<file path="config.mk">
export PLATFORM = sky130hd
export DESIGN_NAME = dacfe_top
export DESIGN_NICKNAME = d
export VERILOG_FILES = /design/src/rtl/dacfe_pkg.sv /design/src/rtl/dacfe_sync.sv /design/src/rtl/dacfe_framer.sv /design/src/rtl/dacfe_regs.sv /design/src/rtl/dacfe_top.sv
export SDC_FILE = /design/constraint.sdc
export NUM_CORES = 1
export LEC_CHECK = 0
export ABC_AREA = 1
export BUFFER_PORTS_ARGS = -buffer_cell sky130_fd_sc_hd__buf_2
export CAP_MARGIN = 5
export CELL_PAD_IN_SITES_DETAIL_PLACEMENT = 0
export CELL_PAD_IN_SITES_GLOBAL_PLACEMENT = 1
export CORE_UTILIZATION = 45
export CTS_CLUSTER_DIAMETER = 40
export DETAILED_ROUTE_END_ITERATION = 16
export GPL_TIMING_DRIVEN = 0
export PLACE_DENSITY_LB_ADDON = 0.1
export SLEW_MARGIN = 5
export SYNTH_ARGS = -nofsm -noshare
export SYNTH_HDL_FRONTEND = slang
export SYNTH_HIERARCHICAL = 1
export SYNTH_SLANG_ARGS = --single-unit
</file>
<file path="constraint.sdc">
create_clock -name clk -period 2.1 [get_ports clk]
set_input_delay 0.21 -clock clk [delete_from_list [all_inputs] [get_ports clk]]
set_output_delay 0.21 -clock clk [all_outputs]
set_load 0.05 [all_outputs]
</file>
<file path="src/rtl/dacfe_pkg.sv">
package dacfe_pkg;

   typedef enum logic [1:0] {
      ADDR_CODE  = 2'b00,
      ADDR_RSV_A = 2'b01,
      ADDR_RSV_B = 2'b10,
      ADDR_CTRL  = 2'b11
   } addr_e;

   typedef enum logic [1:0] {
      REF_EXT    = 2'b00,
      REF_INT_LO = 2'b01,
      REF_INT_HI = 2'b10
   } ref_mode_e;

   function automatic ref_mode_e decode_ref(input logic [1:0] field);
      case (field)
         2'b01:   return REF_INT_LO;
         2'b10:   return REF_INT_HI;
         default: return REF_EXT;
      endcase
   endfunction

endpackage

</file>
<file path="src/rtl/dacfe_sync.sv">
module dacfe_sync #(
   parameter int               WIDTH   = 4,
   parameter int               STAGES  = 2,
   parameter logic [WIDTH-1:0] RST_VAL = '0
) (
   input  logic             clk,
   input  logic             rst_n,
   input  logic [WIDTH-1:0] async_i,
   output logic [WIDTH-1:0] sync_o
);

   if (STAGES < 2) begin : g_bad_stages
      $error("dacfe_sync: STAGES must be at least 2");
   end

   logic [WIDTH-1:0] chain_q [STAGES];

   for (genvar s = 0; s < STAGES; s++) begin : g_stage
      always_ff @(posedge clk or negedge rst_n) begin
         if (!rst_n) begin
            chain_q[s] <= RST_VAL;
         end else if (s == 0) begin
            chain_q[s] <= async_i;
         end else begin
            chain_q[s] <= chain_q[(s == 0) ? 0 : s-1];
         end
      end
   end

   assign sync_o = chain_q[STAGES-1];

endmodule

</file>
<file path="src/rtl/dacfe_framer.sv">
module dacfe_framer #(
   parameter int WORD_W = 16
) (
   input  logic              clk,
   input  logic              rst_n,
   input  logic              bclk_s,
   input  logic              sdata_s,
   input  logic              fsync_s,
   input  logic              sel_n_s,
   output logic              commit_o,
   output logic [WORD_W-1:0] word_o
);

   localparam int               CNT_W    = $clog2(WORD_W + 1);
   localparam logic [CNT_W-1:0] CNT_FULL = CNT_W'(WORD_W);

   if (WORD_W < 5) begin : g_bad_word
      $error("dacfe_framer: WORD_W must hold four control bits and data");
   end

   logic              bclk_d, fsync_d;
   logic              bclk_fall, fs_fall, fs_rise;
   logic              active_q;
   logic [CNT_W-1:0]  cnt_q, cnt_n;
   logic [WORD_W-1:0] sh_q, sh_n;
   logic              commit_q;
   logic [WORD_W-1:0] word_q;
   logic              done_full, done_early;

   assign bclk_fall = bclk_d & ~bclk_s;
   assign fs_fall   = fsync_d & ~fsync_s;
   assign fs_rise   = ~fsync_d & fsync_s;

   always_comb begin
      sh_n  = sh_q;
      cnt_n = cnt_q;
      if (bclk_fall) begin
         sh_n  = {sh_q[WORD_W-2:0], sdata_s};
         cnt_n = cnt_q + 1'b1;
      end
      done_full  = (cnt_n == CNT_FULL);
      done_early = fs_rise && (cnt_n != '0);
   end

   always_ff @(posedge clk or negedge rst_n) begin
      if (!rst_n) begin
         bclk_d   <= 1'b1;
         fsync_d  <= 1'b1;
         active_q <= 1'b0;
         cnt_q    <= '0;
         sh_q     <= '0;
         commit_q <= 1'b0;
         word_q   <= '0;
      end else begin
         bclk_d   <= bclk_s;
         fsync_d  <= fsync_s;
         commit_q <= 1'b0;
         if (sel_n_s) begin
            active_q <= 1'b0;
         end else if (fs_fall) begin
            active_q <= 1'b1;
            cnt_q    <= '0;
            sh_q     <= '0;
         end else if (active_q) begin
            sh_q  <= sh_n;
            cnt_q <= cnt_n;
            if (done_full || done_early) begin
               commit_q <= 1'b1;
               word_q   <= sh_n;
               active_q <= 1'b0;
            end else if (fs_rise) begin
               active_q <= 1'b0;
            end
         end
      end
   end

   assign commit_o = commit_q;
   assign word_o   = word_q;

   AST_CNT_BOUND: assert property (@(posedge clk) disable iff (!rst_n)
      cnt_q <= CNT_FULL);
   AST_COMMIT_CLOSES: assert property (@(posedge clk) disable iff (!rst_n)
      commit_q |-> !active_q);
   AST_ABORT_SILENT: assert property (@(posedge clk) disable iff (!rst_n)
      (active_q && sel_n_s) |=> (!active_q && !commit_q));
   AST_IDLE_NO_COMMIT: assert property (@(posedge clk) disable iff (!rst_n)
      !active_q |=> !commit_q);

endmodule

</file>
<file path="src/rtl/dacfe_regs.sv">
module dacfe_regs
   import dacfe_pkg::*;
#(
   parameter int DATA_W = 12,
   localparam int WORD_W = DATA_W + 4
) (
   input  logic              clk,
   input  logic              rst_n,
   input  logic              commit_i,
   input  logic [WORD_W-1:0] word_i,
   output logic [DATA_W-1:0] code_o,
   output logic [1:0]        ref_mode_o,
   output logic              fast_o,
   output logic              pwrdn_o
);

   if (DATA_W < 2) begin : g_bad_data
      $error("dacfe_regs: DATA_W must hold the two reference bits");
   end

   addr_e             addr;
   logic [DATA_W-1:0] code_q;
   ref_mode_e         ref_q;
   logic              fast_q, pwrdn_q;

   assign addr = addr_e'({word_i[WORD_W-1], word_i[WORD_W-4]});

   always_ff @(posedge clk or negedge rst_n) begin
      if (!rst_n) begin
         code_q  <= '0;
         ref_q   <= REF_EXT;
         fast_q  <= 1'b0;
         pwrdn_q <= 1'b0;
      end else if (commit_i) begin
         case (addr)
            ADDR_CODE: begin
               code_q  <= word_i[DATA_W-1:0];
               fast_q  <= word_i[WORD_W-2];
               pwrdn_q <= word_i[WORD_W-3];
            end
            ADDR_CTRL: begin
               ref_q   <= decode_ref(word_i[1:0]);
               fast_q  <= word_i[WORD_W-2];
               pwrdn_q <= word_i[WORD_W-3];
            end
            default: ;
         endcase
      end
   end

   assign code_o     = code_q;
   assign ref_mode_o = ref_q;
   assign fast_o     = fast_q;
   assign pwrdn_o    = pwrdn_q;

   AST_RSVD_HOLD: assert property (@(posedge clk) disable iff (!rst_n)
      (commit_i && (addr == ADDR_RSV_A || addr == ADDR_RSV_B)) |=>
      ($stable(code_q) && $stable(ref_q) && $stable(fast_q) && $stable(pwrdn_q)));
   AST_CODE_HOLD: assert property (@(posedge clk) disable iff (!rst_n)
      !(commit_i && addr == ADDR_CODE) |=> $stable(code_q));
   AST_REF_LEGAL: assert property (@(posedge clk) disable iff (!rst_n)
      ref_q != 2'b11);

endmodule

</file>
<file path="src/rtl/dacfe_top.sv">
module dacfe_top #(
   parameter int DATA_W      = 12,
   parameter int SYNC_STAGES = 2
) (
   input  logic              clk,
   input  logic              rst_n,
   input  logic              bclk_i,
   input  logic              sdata_i,
   input  logic              fsync_i,
   input  logic              sel_n_i,
   output logic [DATA_W-1:0] code_o,
   output logic [1:0]        ref_mode_o,
   output logic              fast_o,
   output logic              pwrdn_o
);

   localparam int WORD_W = DATA_W + 4;

   logic              bclk_s, sdata_s, fsync_s, sel_n_s;
   logic              commit;
   logic [WORD_W-1:0] word;

   dacfe_sync #(
      .WIDTH   (4),
      .STAGES  (SYNC_STAGES),
      .RST_VAL (4'b1110)
   ) i_sync (
      .clk     (clk),
      .rst_n   (rst_n),
      .async_i ({sel_n_i, fsync_i, bclk_i, sdata_i}),
      .sync_o  ({sel_n_s, fsync_s, bclk_s, sdata_s})
   );

   dacfe_framer #(
      .WORD_W (WORD_W)
   ) i_framer (
      .clk      (clk),
      .rst_n    (rst_n),
      .bclk_s   (bclk_s),
      .sdata_s  (sdata_s),
      .fsync_s  (fsync_s),
      .sel_n_s  (sel_n_s),
      .commit_o (commit),
      .word_o   (word)
   );

   dacfe_regs #(
      .DATA_W (DATA_W)
   ) i_regs (
      .clk        (clk),
      .rst_n      (rst_n),
      .commit_i   (commit),
      .word_i     (word),
      .code_o     (code_o),
      .ref_mode_o (ref_mode_o),
      .fast_o     (fast_o),
      .pwrdn_o    (pwrdn_o)
   );

endmodule

</file>
==> results of run 1 <==
[worst reg2reg max path: cells and delay by family (launching register included)]
family                 cells  cell delay, ns
buffers and inverters      3            0.34
flip-flops                 1            0.52
AND/OR/NAND/NOR           10            0.94
[worst max-delay path by stage]
stage                               start                         endpoint  cells past startpoint
2_1_floorplan  i_sync/sync_o[1]$_DFF_PN1_  i_framer/word_o[12]$_DFFE_PN0P_                     13
3_3_place_gp   i_sync/sync_o[1]$_DFF_PN1_   i_framer/word_o[7]$_DFFE_PN0P_                     13
3_5_place_dp   i_sync/sync_o[1]$_DFF_PN1_  i_framer/word_o[12]$_DFFE_PN0P_                     13
4_1_cts        i_sync/sync_o[1]$_DFF_PN1_  i_framer/word_o[14]$_DFFE_PN0P_                     13
5_1_grt        i_sync/sync_o[1]$_DFF_PN1_  i_framer/word_o[14]$_DFFE_PN0P_                     13
6_report       i_sync/sync_o[1]$_DFF_PN1_  i_framer/word_o[12]$_DFFE_PN0P_                     13
[kinds of logic (layout without fill, tap and decap cells)]
family / after synthesis / count (layout) / share of synthesized area [%]
AO/OA/AOI/OAI: 43 / 43 / 8.11
adder cells (fa/ha/maj): 3 / 3 / 1.27
buffers and inverters: 52 / 94 / 8.33
flip-flops: 65 / 65 / 55.6
AND/OR/NAND/NOR: 147 / 147 / 26.7
[power breakdown]
part | total [W] | internal [W] | switching, W
Sequential | 0.00139 | 0.00134 | 0.0000506
Clock | 0.00111 | 0.000669 | 0.000437
Combinational | 0.000308 | 0.000112 | 0.000196
[cell usage in the layout, fill, tap and decap left out, types with 2 or more instances in the layout]
master | synthesis | layout
nand2_1 | 79 | 79
dfrtp_1 | 57 | 57
inv_1 | 32 | 32
buf_2 | 3 | 23
o21ai_0 | 21 | 21
o22ai_1 | 19 | 19
nand3b_1 | 16 | 16
nand2_2 | 14 | 14
nand3_1 | 14 | 14
clkbuf_1 | 6 | 10
nand2_4 | 10 | 10
clkbuf_8 | 0 | 9
dfstp_2 | 8 | 8
nor2_1 | 7 | 7
buf_4 | 6 | 7
dlygate4sd3_1 | 0 | 5
inv_2 | 3 | 3
nand3_2 | 3 | 3
ha_1 | 3 | 3
bufinv_16 | 0 | 2
o21ai_1 | 2 | 2
[state kept, by name, indices dropped and copies added (netlist names)]
register and cells:
i_framer/sh_q 16, i_sync/sync_o 4, i_sync/chain_q 4, i_regs/pwrdn_o 1, i_regs/fast_o 1, i_framer/bclk_d 1
i_regs/ref_mode_o 2, i_framer/active_q 1, i_regs/code_o 12, i_framer/word_o 16, i_framer/fsync_d 1, i_framer/cnt_q 5
i_framer/commit_o 1
[per-layer routing]
| metal | global-route usage [%] | vias to the layer above |
|---|---|---|
| met5 | 0 | - |
| met4 | 8.46 | 0 |
| met3 | 3.58 | 7 |
| met2 | 25.6 | 31 |
| met1 | 22.3 | 919 |
| li1 | - | 1073 |
[metrics by stage]
stage               util, %  instances  power (W)
floorplan                 -        310    0.00162
global placement       49.6        408    0.00171
detailed placement     49.6        408    0.00171
CTS                    53.6        429    0.00284
global route           53.6        429    0.00295
finish                 53.6        429    0.00280
[layout make-up]
cell class                      count  area share [%]
Clock inverter                      3            1.91
Multi-Input combinational cell    193            31.3
Buffer                             17            3.35
Tap cell                           77            2.83
Clock buffer                       13            4.08
Inverter                           35            3.86
Timing Repair Buffer               26            4.63
Sequential cell                    65            48.1
==> metrics.txt, run 1 <==
# TYPE chip_impl_metric gauge
chip_impl_metric{name="placement_rows",unit=""} 29
chip_impl_info{name="critical_path_most_common_cell",value="nand2_1"} 1
chip_impl_metric{name="cts_repair_resize_count",unit=""} 0
chip_impl_metric{name="cts_buffers",unit=""} 9
chip_impl_info{name="timing.rr.end",value="i_framer/word_o[12]$_DFFE_PN0P_"} 1
chip_impl_metric{name="synthCells",unit=""} 310
chip_impl_metric{name="die_area",unit="µm²"} 6870
chip_impl_info{name="cpLargestDelayFamily",value="simple AND/OR/NAND/NOR gates"} 1
chip_impl_metric{name="total_routing_usage_reported_by_global_routing",unit="%"} 16.7
chip_impl_info{name="critical_path_class",value="flip-flop to flip-flop"} 1
chip_impl_metric{name="critPathRequiredTime",unit="ns"} 2.33
chip_impl_metric{name="nNetsFinal",unit=""} 356
chip_impl_metric{name="post_synth_edffs",unit=""} 0
chip_impl_info{name="tritoncts",value="yes"} 1
chip_impl_metric{name="power_leakage",unit="nW"} 1.75
chip_impl_info{name="hold_path_class",value="flip-flop to flip-flop"} 1
chip_impl_metric{name="timing.final.ws_setup",unit="ns"} 0.206
chip_impl_metric{name="top_level_ports",unit=""} 22
chip_impl_metric{name="viasPerCell",unit=""} 4.73
chip_impl_metric{name="cts_post_setup_buffers_inserted",unit=""} 0
chip_impl_metric{name="drt_wl_total",unit="µm"} 5130
chip_impl_metric{name="yosys.cell_types.count",unit=""} 25
chip_impl_metric{name="cts_max_level",unit=""} 3
chip_impl_metric{name="number_of_antenna_violations_at_the_first_check_in_global_routing",unit=""} 0
chip_impl_metric{name="mean_area_per_synthesized_cell",unit="µm²"} 9.50
chip_impl_metric{name="numPortBuffers",unit=""} 21
chip_impl_metric{name="detail_route.iter0.violations",unit=""} 134
chip_impl_metric{name="floorplan.core_area",unit="µm²"} 6350
chip_impl_info{name="timing.critical_path.from_type",value="flip-flop"} 1
chip_impl_info{name="run_status",value="complete, no violations"} 1
chip_impl_info{name="clk_root_buffer_cell",value="clkbuf_8"} 1
chip_impl_metric{name="layout-drive-gt1-share",unit="%"} 23.9
chip_impl_info{name="crit_slowest_cell",value="dfstp_2"} 1
chip_impl_metric{name="die_width",unit="µm"} 82.9
chip_impl_metric{name="n_fill_cell",unit=""} 586
chip_impl_metric{name="ir_drop",unit="mV"} 0.422
chip_impl_metric{name="powerDensity",unit="nW/µm²"} 823
chip_impl_metric{name="num_antenna_cells",unit=""} 0
chip_impl_metric{name="ys_seq_area_share",unit="%"} 55.6
chip_impl_metric{name="hpwlAfterDp",unit="µm"} 3520
chip_impl_metric{name="wirelength_met1",unit="µm"} 2720
chip_impl_metric{name="setup_violating_endpoint_count_in_the_final_report",unit=""} 0
chip_impl_metric{name="routabilityCongestion",unit=""} 0.728
chip_impl_metric{name="met2_length",unit="µm"} 2220
chip_impl_metric{name="max-clock-path-buffers",unit=""} 2
chip_impl_metric{name="multiInputGateArea",unit="µm²"} 1060
chip_impl_metric{name="layout_worst_path_cycle_share",unit="%"} 90.2
chip_impl_metric{name="dpl_cell_area",unit="µm²"} 3150
chip_impl_info{name="unrepaired_setup_endpoints_after_global_routing",value="no"} 1
chip_impl_metric{name="layout_min_cycle_time",unit="ns"} 1.89
chip_impl_metric{name="dieHeight",unit="µm"} 82.9
chip_impl_metric{name="worst_reg2reg_path_depth",unit=""} 13
chip_impl_metric{name="drc_viols",unit=""} 0
chip_impl_info{name="synth.most_common_cell",value="nand2_1"} 1
chip_impl_metric{name="yosys_warnings",unit=""} 6
chip_impl_metric{name="clkSinkCount",unit=""} 65
chip_impl_metric{name="critical_path_arrival",unit="ns"} 2.12
chip_impl_metric{name="drt.antenna.violating_nets",unit=""} 0
chip_impl_metric{name="synth.ff_latch_count",unit=""} 65
chip_impl_metric{name="transition_at_the_pin_with_the_smallest_max_transition_slack",unit="ns"} 0.790
chip_impl_info{name="setup.worst_path.end_class",value="flip-flop"} 1
chip_impl_metric{name="skew_pair_late_insertion_delay",unit="ns"} 0.33
chip_impl_metric{name="dr.pass1.iters",unit=""} 4
chip_impl_metric{name="synth-async-reset-ratio",unit="%"} 100
chip_impl_metric{name="grt.overflow.total",unit=""} 0
chip_impl_metric{name="timing.hold.ws",unit="ns"} 0.348
chip_impl_metric{name="report.final.hold_viol_count",unit=""} 0
chip_impl_metric{name="clock_skew",unit="ns"} 0.00898
chip_impl_info{name="worst_hold_path.endpoint",value="i_sync/sync_o[0]$_DFF_PN0_"} 1
chip_impl_info{name="top_cell_types_by_occurrence_after_synthesis",value="nand2_1, dfrtp_1, inv_1"} 1
chip_impl_metric{name="global_route_wire_length_before_repair",unit="µm"} 9080
chip_impl_metric{name="timing.critical_path.fanout_max",unit=""} 10
chip_impl_metric{name="clkSlewWorstSetupHoldPaths",unit="ns"} 0.07
chip_impl_info{name="timing.rr.start",value="i_sync/sync_o[1]$_DFF_PN1_"} 1
chip_impl_metric{name="pre_cts_ws",unit="ns"} 0.226
chip_impl_info{name="yosysTopAreaCell",value="dfrtp_1"} 1
chip_impl_metric{name="final-seq-area",unit="µm²"} 1640
chip_impl_metric{name="met3WireLength",unit="µm"} 119
chip_impl_info{name="min-delay-start",value="i_sync/chain_q[4]$_DFF_PN0_"} 1
chip_impl_metric{name="critPathMaxStageDelay",unit="ns"} 0.52
chip_impl_metric{name="synth_top_area_share",unit="%"} 48.4
chip_impl_metric{name="avgRoutedWirePerCell",unit="µm"} 12.0
chip_impl_metric{name="effective_utilization_at_floorplan",unit="%"} 46.4
chip_impl_metric{name="number_of_buffers_and_inverters_on_the_critical_path",unit=""} 3
chip_impl_metric{name="via_count_of_the_first_global_routing_pass",unit=""} 1982
chip_impl_metric{name="grt_max_degree",unit=""} 66
chip_impl_metric{name="holdPathStages",unit=""} 0
chip_impl_metric{name="netlist_area",unit="µm²"} 2950
chip_impl_metric{name="r2r_setup_slk",unit="ns"} 0.21
chip_impl_metric{name="worst_slew_margin",unit="%"} 47.3
chip_impl_info{name="synth.top_cells.by_area",value="dfrtp_1, nand2_1, dfstp_2"} 1
chip_impl_metric{name="number_of_buffers_added_to_fix_hold_violations_after_cts",unit=""} 5
chip_impl_metric{name="area.growth.synth_to_final",unit="%"} 15.5
chip_impl_metric{name="tns",unit="ns"} 0
chip_impl_metric{name="vias",unit=""} 2030
chip_impl_info{name="cp_cell_sequence",value="buf_4 -> inv_2 -> nand2_2 -> nand2_1 -> nand2_1 -> nand2_1 -> nor2_4 -> nand3_2 -> nand2_4 -> nand2_8 -> buf_12 -> nand2_4 -> nand2_2"} 1
chip_impl_info{name="ys.flop_type",value="dfrtp_1"} 1
chip_impl_info{name="dr.max_layer_used",value="met4"} 1
chip_impl_metric{name="drv_cap",unit=""} 0
chip_impl_metric{name="max_clock_freq",unit="GHz"} 0.528
chip_impl_metric{name="syn_nets",unit=""} 319
chip_impl_metric{name="slew_violations",unit=""} 0
chip_impl_metric{name="stdcell_area",unit="µm²"} 3400
(Power assumes the default switching activity.)
==> inputs of run 2 (changes only) <==
--- a/config.mk
+++ b/config.mk
@@ -13,7 +13,6 @@
 export CORE_UTILIZATION = 45
 export CTS_CLUSTER_DIAMETER = 40
 export DETAILED_ROUTE_END_ITERATION = 16
-export GPL_TIMING_DRIVEN = 0
 export PLACE_DENSITY_LB_ADDON = 0.1
 export SLEW_MARGIN = 5
 export SYNTH_ARGS = -nofsm -noshare
==> metrics.txt, run 2 (synthesized netlist as in run 1, its figures left out) <==
# TYPE chip_impl_metric gauge
chip_impl_info{name="setup.worst_path.end_class",value="flip-flop"} 1
chip_impl_metric{name="tns",unit="ns"} 0
chip_impl_metric{name="layout_worst_path_cycle_share",unit="%"} 88.1
chip_impl_metric{name="floorplan.core_area",unit="µm²"} 6350
chip_impl_metric{name="timing.final.ws_setup",unit="ns"} 0.251
chip_impl_metric{name="number_of_antenna_violations_at_the_first_check_in_global_routing",unit=""} 0
chip_impl_metric{name="grt_max_degree",unit=""} 66
chip_impl_metric{name="max-clock-path-buffers",unit=""} 2
chip_impl_metric{name="layout-drive-gt1-share",unit="%"} 24.1
chip_impl_metric{name="total_routing_usage_reported_by_global_routing",unit="%"} 16.2
chip_impl_metric{name="power_frac_seq",unit="%"} 50.9
chip_impl_info{name="crit_slowest_cell",value="dfrtp_1"} 1
chip_impl_metric{name="report.final.hold_viol_count",unit=""} 0
chip_impl_metric{name="viasPerCell",unit=""} 4.76
chip_impl_metric{name="skew_pair_late_insertion_delay",unit="ns"} 0.33
chip_impl_info{name="hold_path_class",value="flip-flop to flip-flop"} 1
chip_impl_metric{name="avgRoutedWirePerCell",unit="µm"} 11.8
chip_impl_metric{name="power_frac_comb",unit="%"} 11.0
chip_impl_metric{name="global_route_wire_length_before_repair",unit="µm"} 8870
chip_impl_metric{name="pre_cts_ws",unit="ns"} 0.241
chip_impl_metric{name="swShare",unit="%"} 26.0
chip_impl_info{name="most_common_cell_after_layout_fill_and_taps_aside",value="nand2_1"} 1
chip_impl_info{name="timing.rr.start",value="i_framer/cnt_q[0]$_DFFE_PN0P_"} 1
chip_impl_metric{name="power_leakage",unit="nW"} 1.71
chip_impl_info{name="cpLargestDelayFamily",value="simple AND/OR/NAND/NOR gates"} 1
chip_impl_metric{name="total_power",unit="W"} 0.00273
chip_impl_metric{name="dpl_cell_area",unit="µm²"} 3080
chip_impl_info{name="tritoncts",value="yes"} 1
chip_impl_info{name="layout_common_cells",value="nand2_1, dfrtp_1, inv_1"} 1
chip_impl_metric{name="num_antenna_cells",unit=""} 0
chip_impl_metric{name="hpwlAfterDp",unit="µm"} 3300
chip_impl_metric{name="drt_wl_total",unit="µm"} 4940
chip_impl_metric{name="top_level_ports",unit=""} 22
chip_impl_metric{name="numPortBuffers",unit=""} 21
chip_impl_metric{name="timing.critical_path.fanout_max",unit=""} 17
chip_impl_metric{name="dieHeight",unit="µm"} 82.9
chip_impl_metric{name="grt.overflow.total",unit=""} 0
chip_impl_info{name="worst_hold_path.endpoint",value="i_sync/sync_o[0]$_DFF_PN0_"} 1
chip_impl_metric{name="placement_rows",unit=""} 29
chip_impl_info{name="cp_cell_sequence",value="ha_1 -> inv_1 -> nand3_1 -> nand2_1 -> nand2_1 -> nor2_4 -> nand3_2 -> nand2_4 -> nand2_8 -> nand2_1 -> nand2_1"} 1
chip_impl_metric{name="switching_power",unit="W"} 0.000710
chip_impl_info{name="run_status",value="complete, no violations"} 1
chip_impl_metric{name="clkSinkCount",unit=""} 65
chip_impl_metric{name="drv_cap",unit=""} 0
chip_impl_info{name="critical_path_most_common_cell",value="nand2_1"} 1
chip_impl_metric{name="area.growth.synth_to_final",unit="%"} 13.0
chip_impl_metric{name="critPathMaxStageDelay",unit="ns"} 0.41
chip_impl_metric{name="clkSlewWorstSetupHoldPaths",unit="ns"} 0.07
chip_impl_metric{name="via_count_of_the_first_global_routing_pass",unit=""} 1929
chip_impl_metric{name="worst_slew_margin",unit="%"} 64.2
chip_impl_metric{name="ir_drop",unit="mV"} 0.382
chip_impl_metric{name="number_of_buffers_added_to_fix_hold_violations_after_cts",unit=""} 5
chip_impl_metric{name="critPathRequiredTime",unit="ns"} 2.33
chip_impl_metric{name="powerDensity",unit="nW/µm²"} 819
chip_impl_metric{name="die_width",unit="µm"} 82.9
chip_impl_metric{name="vias",unit=""} 1983
chip_impl_metric{name="drt.antenna.violating_nets",unit=""} 0
chip_impl_metric{name="die_area",unit="µm²"} 6870
chip_impl_metric{name="layoutNonFillerInstCount",unit=""} 417
chip_impl_metric{name="cts_repair_resize_count",unit=""} 0
chip_impl_metric{name="r2r_setup_slk",unit="ns"} 0.25
chip_impl_metric{name="dr.pass1.iters",unit=""} 4
chip_impl_metric{name="critical_path_arrival",unit="ns"} 2.08
chip_impl_info{name="min-delay-start",value="i_sync/chain_q[4]$_DFF_PN0_"} 1
chip_impl_info{name="timing.critical_path.from_type",value="flip-flop"} 1
chip_impl_info{name="unrepaired_setup_endpoints_after_global_routing",value="no"} 1
chip_impl_metric{name="n_fill_cell",unit=""} 605
chip_impl_metric{name="routabilityCongestion",unit=""} 0.728
chip_impl_metric{name="clock_power_share",unit="%"} 38.1
chip_impl_metric{name="max_clock_freq",unit="GHz"} 0.541
chip_impl_metric{name="p_int",unit="W"} 0.00202
chip_impl_metric{name="layout_min_cycle_time",unit="ns"} 1.85
chip_impl_metric{name="detail_route.iter0.violations",unit=""} 140
chip_impl_info{name="timing.rr.end",value="i_framer/word_o[0]$_DFFE_PN0P_"} 1
chip_impl_metric{name="drc_viols",unit=""} 0
chip_impl_metric{name="clock_skew",unit="ns"} 0.00639
chip_impl_metric{name="transition_at_the_pin_with_the_smallest_max_transition_slack",unit="ns"} 0.535
chip_impl_info{name="clk_root_buffer_cell",value="clkbuf_8"} 1
chip_impl_metric{name="number_of_buffers_and_inverters_on_the_critical_path",unit=""} 1
chip_impl_metric{name="dpl.cell_count",unit=""} 396
chip_impl_metric{name="cts_buffers",unit=""} 9
chip_impl_metric{name="setup_violating_endpoint_count_in_the_final_report",unit=""} 0
chip_impl_metric{name="slew_violations",unit=""} 0
chip_impl_metric{name="cts_post_setup_buffers_inserted",unit=""} 0
chip_impl_metric{name="stdcell_area",unit="µm²"} 3330
chip_impl_metric{name="worst_reg2reg_path_depth",unit=""} 11
chip_impl_metric{name="cts_max_level",unit=""} 3
chip_impl_metric{name="holdPathStages",unit=""} 0
chip_impl_metric{name="nNetsFinal",unit=""} 344
chip_impl_metric{name="effective_utilization_at_floorplan",unit="%"} 46.4
chip_impl_info{name="critical_path_class",value="flip-flop to flip-flop"} 1
[run 2: power groups by stage]
| stage | Clock, W | Sequential [W] | Combinational, W |
|---|---|---|---|
| 2_1_floorplan | 0 | 0.00142 | 0.000201 |
| 3_3_place_gp | 0 | 0.00141 | 0.000293 |
| 3_5_place_dp | 0 | 0.00141 | 0.000296 |
| 4_1_cts | 0.00108 | 0.00139 | 0.000305 |
| 5_1_grt | 0.00112 | 0.00140 | 0.000343 |
| 6_report | 0.00104 | 0.00139 | 0.000299 |
[run 2: layout make-up]
class	instances	area [µm²]	share of cell area (%)
Inverter	35	131	3.95
Tap cell	77	96.3	2.89
Clock buffer	10	138	4.14
Timing Repair Buffer	31	205	6.17
Clock inverter	6	57.6	1.73
Sequential cell	65	1640	49.2
Multi-Input combinational cell	193	1060	32.0
[run 2: worst max-delay path by stage]
| stage | start | end | slack, ns | cells past startpoint |
|---|---|---|---|---|
| after detailed placement | i_framer/cnt_q[0]$_DFFE_PN0P_ | i_framer/word_o[0]$_DFFE_PN0P_ | 0.24 | 11 |
| after global placement | i_framer/cnt_q[0]$_DFFE_PN0P_ | i_framer/word_o[6]$_DFFE_PN0P_ | 0.30 | 11 |
| final | i_framer/cnt_q[0]$_DFFE_PN0P_ | i_framer/word_o[0]$_DFFE_PN0P_ | 0.25 | 11 |
| after floorplan | i_sync/sync_o[1]$_DFF_PN1_ | i_framer/word_o[12]$_DFFE_PN0P_ | 0.40 | 13 |
| after CTS | i_framer/cnt_q[0]$_DFFE_PN0P_ | i_framer/word_o[0]$_DFFE_PN0P_ | 0.23 | 11 |
| after global routing | i_framer/cnt_q[0]$_DFFE_PN0P_ | i_framer/word_o[4]$_DFFE_PN0P_ | 0.1 | 11 |
[run 2: worst register-to-register path: cells and delay by family (launching register included)]
family / cells / cell delay (ns)
flip-flops: 1 / 0.41
adder cells (fa/ha/maj): 1 / 0.30
AND/OR/NAND/NOR: 9 / 0.97
buffers and inverters: 1 / 0.05
[run 2: per-layer routing]
metal	up-vias	track usage (%)	share of wire, %
li1	1043	-	-
met1	899	22.9	53
met2	31	23.2	42
met3	10	3.78	2.8
met4	0	8.62	1.9
met5	-	0	0
[run 2: metrics by stage]
step | hold slack [ns] | utilization, %
after floorplan | -0.0856 | -
after global placement | 0.252 | 48.6
after detailed placement | 0.255 | 48.6
after CTS | 0.358 | 52.4
after global routing | 0.359 | 52.4
final | 0.353 | 52.4
==> inputs of run 3 (changes only) <==
--- a/config.mk
+++ b/config.mk
@@ -5,13 +5,12 @@
 export SDC_FILE = /design/constraint.sdc
 export NUM_CORES = 1
 export LEC_CHECK = 0
-export ABC_AREA = 1
 export BUFFER_PORTS_ARGS = -buffer_cell sky130_fd_sc_hd__buf_2
 export CAP_MARGIN = 5
 export CELL_PAD_IN_SITES_DETAIL_PLACEMENT = 0
 export CELL_PAD_IN_SITES_GLOBAL_PLACEMENT = 1
 export CORE_UTILIZATION = 45
-export CTS_CLUSTER_DIAMETER = 40
+export CTS_CLUSTER_DIAMETER = 60
 export DETAILED_ROUTE_END_ITERATION = 16
 export PLACE_DENSITY_LB_ADDON = 0.1
 export SLEW_MARGIN = 5
==> metrics.txt, run 3 <==
# TYPE chip_impl_metric gauge
chip_impl_metric{name="cts_max_level",unit=""} 3
chip_impl_metric{name="ys_seq_area_share",unit="%"} 58.2
chip_impl_metric{name="clock_skew",unit="ns"} 0.0105
chip_impl_metric{name="layout_min_cycle_time",unit="ns"} 2.13
chip_impl_metric{name="total_routing_usage_reported_by_global_routing",unit="%"} 16.2
chip_impl_metric{name="power_leakage",unit="nW"} 1.73
chip_impl_metric{name="max_clock_freq",unit="GHz"} 0.470
chip_impl_metric{name="drt.antenna.violating_nets",unit=""} 0
chip_impl_metric{name="die_width",unit="µm"} 81.0
chip_impl_metric{name="numPortBuffers",unit=""} 21
chip_impl_metric{name="effective_utilization_at_floorplan",unit="%"} 46.9
chip_impl_info{name="timing.critical_path.from_type",value="flip-flop"} 1
chip_impl_info{name="most_common_cell_after_layout_fill_and_taps_aside",value="dfrtp_1"} 1
chip_impl_metric{name="report.final.hold_viol_count",unit=""} 0
chip_impl_info{name="setup.worst_path.end_class",value="flip-flop"} 1
chip_impl_metric{name="nNetsFinal",unit=""} 236
chip_impl_metric{name="synth.ff_latch_count",unit=""} 65
chip_impl_metric{name="viasPerCell",unit=""} 5.20
chip_impl_metric{name="powerDensity",unit="nW/µm²"} 782
chip_impl_info{name="ys.flop_type",value="dfrtp_1"} 1
chip_impl_metric{name="skew_pair_late_insertion_delay",unit="ns"} 0.34
chip_impl_info{name="clk_root_buffer_cell",value="clkbuf_8"} 1
chip_impl_metric{name="max-clock-path-buffers",unit=""} 2
chip_impl_metric{name="die_area",unit="µm²"} 6570
chip_impl_info{name="layout_common_cells",value="dfrtp_1, mux2_4, mux2_2"} 1
chip_impl_metric{name="hpwlAfterDp",unit="µm"} 2960
chip_impl_metric{name="placement_rows",unit=""} 28
chip_impl_metric{name="power_frac_seq",unit="%"} 47.8
chip_impl_metric{name="global_route_wire_length_before_repair",unit="µm"} 7680
chip_impl_metric{name="area.growth.synth_to_final",unit="%"} 22.5
chip_impl_metric{name="post_synth_edffs",unit=""} 0
chip_impl_metric{name="drv_cap",unit=""} 0
chip_impl_metric{name="detail_route.iter0.violations",unit=""} 52
chip_impl_info{name="crit_slowest_cell",value="dfstp_2"} 1
chip_impl_info{name="synth.top_cells.by_area",value="dfrtp_1, mux2_2, mux2_4"} 1
chip_impl_metric{name="synth_xor_area_share",unit="%"} 0.312
chip_impl_info{name="tritoncts",value="yes"} 1
chip_impl_metric{name="stdcell_area",unit="µm²"} 3440
chip_impl_metric{name="swShare",unit="%"} 20.2
chip_impl_metric{name="dpl_cell_area",unit="µm²"} 3030
chip_impl_metric{name="drt_wl_total",unit="µm"} 4860
chip_impl_metric{name="setup_violating_endpoint_count_in_the_final_report",unit=""} 11
chip_impl_metric{name="yosys.cell_types.count",unit=""} 33
chip_impl_metric{name="final-seq-area",unit="µm²"} 1640
chip_impl_metric{name="synth_top_area_share",unit="%"} 50.7
chip_impl_metric{name="synth_simple_gate_area_share",unit="%"} 6.14
chip_impl_metric{name="yosys_warnings",unit=""} 6
chip_impl_metric{name="top_level_ports",unit=""} 22
chip_impl_metric{name="tns",unit="ns"} -0.167
chip_impl_metric{name="multiInputGateArea",unit="µm²"} 1130
chip_impl_metric{name="floorplan.core_area",unit="µm²"} 5990
chip_impl_info{name="unrepaired_setup_endpoints_after_global_routing",value="yes"} 1
chip_impl_metric{name="pre_cts_ws",unit="ns"} -0.0144
chip_impl_metric{name="n_fill_cell",unit=""} 483
chip_impl_metric{name="routabilityCongestion",unit=""} 0.835
chip_impl_metric{name="met2_length",unit="µm"} 2100
chip_impl_info{name="critical_path_class",value="flip-flop to flip-flop"} 1
chip_impl_metric{name="critPathMaxStageDelay",unit="ns"} 0.58
chip_impl_metric{name="drc_viols",unit=""} 0
chip_impl_metric{name="synth.mux.area_fraction",unit="%"} 23.0
chip_impl_metric{name="slew_violations",unit=""} 0
chip_impl_metric{name="wirelength_met1",unit="µm"} 2500
chip_impl_info{name="failed_checks",value="negative setup slack"} 1
chip_impl_metric{name="clkSlewWorstSetupHoldPaths",unit="ns"} 0.07
chip_impl_metric{name="ir_drop",unit="mV"} 0.417
chip_impl_metric{name="met3WireLength",unit="µm"} 179
chip_impl_metric{name="layout-drive-gt1-share",unit="%"} 51.7
chip_impl_metric{name="num_antenna_cells",unit=""} 0
chip_impl_metric{name="critPathRequiredTime",unit="ns"} 2.32
chip_impl_info{name="cp_cell_sequence",value="nand3b_4 -> or3_4 -> o2111a_2 -> mux2i_4 -> buf_12 -> clkbuf_16 -> mux2_4"} 1
chip_impl_info{name="dr.max_layer_used",value="met4"} 1
chip_impl_info{name="run_status",value="finished, violations left"} 1
chip_impl_metric{name="netlist_area",unit="µm²"} 2810
chip_impl_metric{name="synth_compound_area_share",unit="%"} 7.83
chip_impl_metric{name="worst_slew_margin",unit="%"} 59.7
chip_impl_metric{name="p_int",unit="W"} 0.00215
chip_impl_info{name="synth_top_family_by_area",value="multiplexers"} 1
chip_impl_metric{name="layout_worst_path_cycle_share",unit="%"} 101
chip_impl_info{name="synth.most_common_cell",value="dfrtp_1"} 1
chip_impl_metric{name="avgRoutedWirePerCell",unit="µm"} 15.8
chip_impl_metric{name="grt.overflow.total",unit=""} 0
chip_impl_metric{name="number_of_buffers_and_inverters_on_the_critical_path",unit=""} 2
chip_impl_metric{name="clkSinkCount",unit=""} 65
chip_impl_metric{name="synth-async-reset-ratio",unit="%"} 100
chip_impl_info{name="top_cell_types_by_occurrence_after_synthesis",value="dfrtp_1, mux2_2, mux2_4"} 1
chip_impl_metric{name="dieHeight",unit="µm"} 81.0
chip_impl_metric{name="syn_nets",unit=""} 196
chip_impl_metric{name="timing.hold.ws",unit="ns"} 0.353
chip_impl_metric{name="switching_power",unit="W"} 0.000543
chip_impl_metric{name="dr.pass1.iters",unit=""} 4
chip_impl_metric{name="timing.final.ws_setup",unit="ns"} -0.0258
chip_impl_info{name="cpLargestDelayFamily",value="flip-flops"} 1
chip_impl_metric{name="mean_area_per_synthesized_cell",unit="µm²"} 15.0
chip_impl_metric{name="critical_path_arrival",unit="ns"} 2.35
chip_impl_metric{name="timing.critical_path.fanout_max",unit=""} 8
chip_impl_metric{name="power_frac_comb",unit="%"} 4.3
chip_impl_metric{name="via_count_of_the_first_global_routing_pass",unit=""} 1585
chip_impl_info{name="yosysTopAreaCell",value="dfrtp_1"} 1
chip_impl_info{name="hold_path_class",value="flip-flop to flip-flop"} 1
chip_impl_metric{name="synth_adder_area_share",unit="%"} 1.34
chip_impl_metric{name="grt_max_degree",unit=""} 41
chip_impl_metric{name="vias",unit=""} 1596
chip_impl_metric{name="synthCells",unit=""} 187
chip_impl_metric{name="transition_at_the_pin_with_the_smallest_max_transition_slack",unit="ns"} 0.604
chip_impl_metric{name="cts_buffers",unit=""} 9
chip_impl_metric{name="clock_power_share",unit="%"} 47.9
chip_impl_metric{name="number_of_antenna_violations_at_the_first_check_in_global_routing",unit=""} 0
## run 3: cell count changes in the layout (fill, tap and decap cells not counted), sizes merged, moves of 4 or more
cell and change:
a22o +18, buf +7, inv -33, mux2 +49, nand2 -95, nand3 -17, nand3b -14, nor2 -7
nor2b +4, o21ai -20, o22ai -19
## run 3: repair_timing
item	4_1_cts	5_1_grt
endpoints found under the setup margin	5	16
buffers inserted	0	2
pin swaps	0	1
resized for setup	2	9
hold buffers	5	0
gates cloned	0	2
hold endpoints to repair	21	0
## run 3: cell families (layout without fill, tap and decap cells)
logic type / Yosys count / in the layout
AOI/OAI and AO/OA: 27 / 27
xor gates and xnor gates: 1 / 1
adders and majority gates: 3 / 3
buffers and inverters: 13 / 58
DFF: 65 / 65
muxes: 50 / 50
and+or+nand+nor: 28 / 28
## run 3: area by class of cell
cell class	instances	area share (%)
inverter	2	0.218
timing repair buffer	40	9.67
clock inverter	5	2.98
tap	75	2.73
multi-input combinational	109	32.8
sequential	65	47.5
clock buffer	11	4.11
## run 3: per-stage QoR
| stage | total power (W) | std cells | util, % |
|---|---|---|---|
| floorplan | 0.00136 | 187 | - |
| finish | 0.00269 | 307 | 57.5 |
| CTS | 0.00272 | 303 | 55.6 |
| global placement | 0.00141 | 282 | 50.6 |
| detailed placement | 0.00142 | 282 | 50.6 |
| global route | 0.00279 | 307 | 57.5 |
## run 3: power by group through the flow
stage	Clock, W	Sequential, W	Combinational [W]
floorplan	0	0.00131	0.0000579
global placement	0	0.00131	0.000103
detailed placement	0	0.00131	0.000106
CTS	0.00133	0.00129	0.000114
global route	0.00137	0.00129	0.000129
finish	0.00129	0.00129	0.000117
## run 3: path summary, 6_finish.rpt
kind	from	endpoint	slack [ns]	cells past startpoint
setup / recovery	i_framer/bclk_d$_DFF_PN1_	i_framer/word_o[15]$_DFFE_PN0P_	-0.03	7
hold / removal	i_sync/chain_q[4]$_DFF_PN0_	i_sync/sync_o[0]$_DFF_PN0_	0.35	0
setup reg to reg	i_framer/bclk_d$_DFF_PN1_	i_framer/word_o[15]$_DFFE_PN0P_	-0.03	7
hold reg to reg	i_sync/chain_q[4]$_DFF_PN0_	i_sync/sync_o[0]$_DFF_PN0_	0.35	0
max in group asynchronous	rst_n	i_framer/sh_q[3]$_DFFE_PN0P_	1.06	3
min in group asynchronous	rst_n	i_framer/sh_q[14]$_DFFE_PN0P_	0.41	2
## run 3: layer usage
| layer | global-route usage [%] | up-vias |
|---|---|---|
| li1 | - | 745 |
| met1 | 22.3 | 809 |
| met2 | 22.6 | 35 |
| met3 | 5.73 | 7 |
| met4 | 7.50 | 0 |
| met5 | 0 | - |
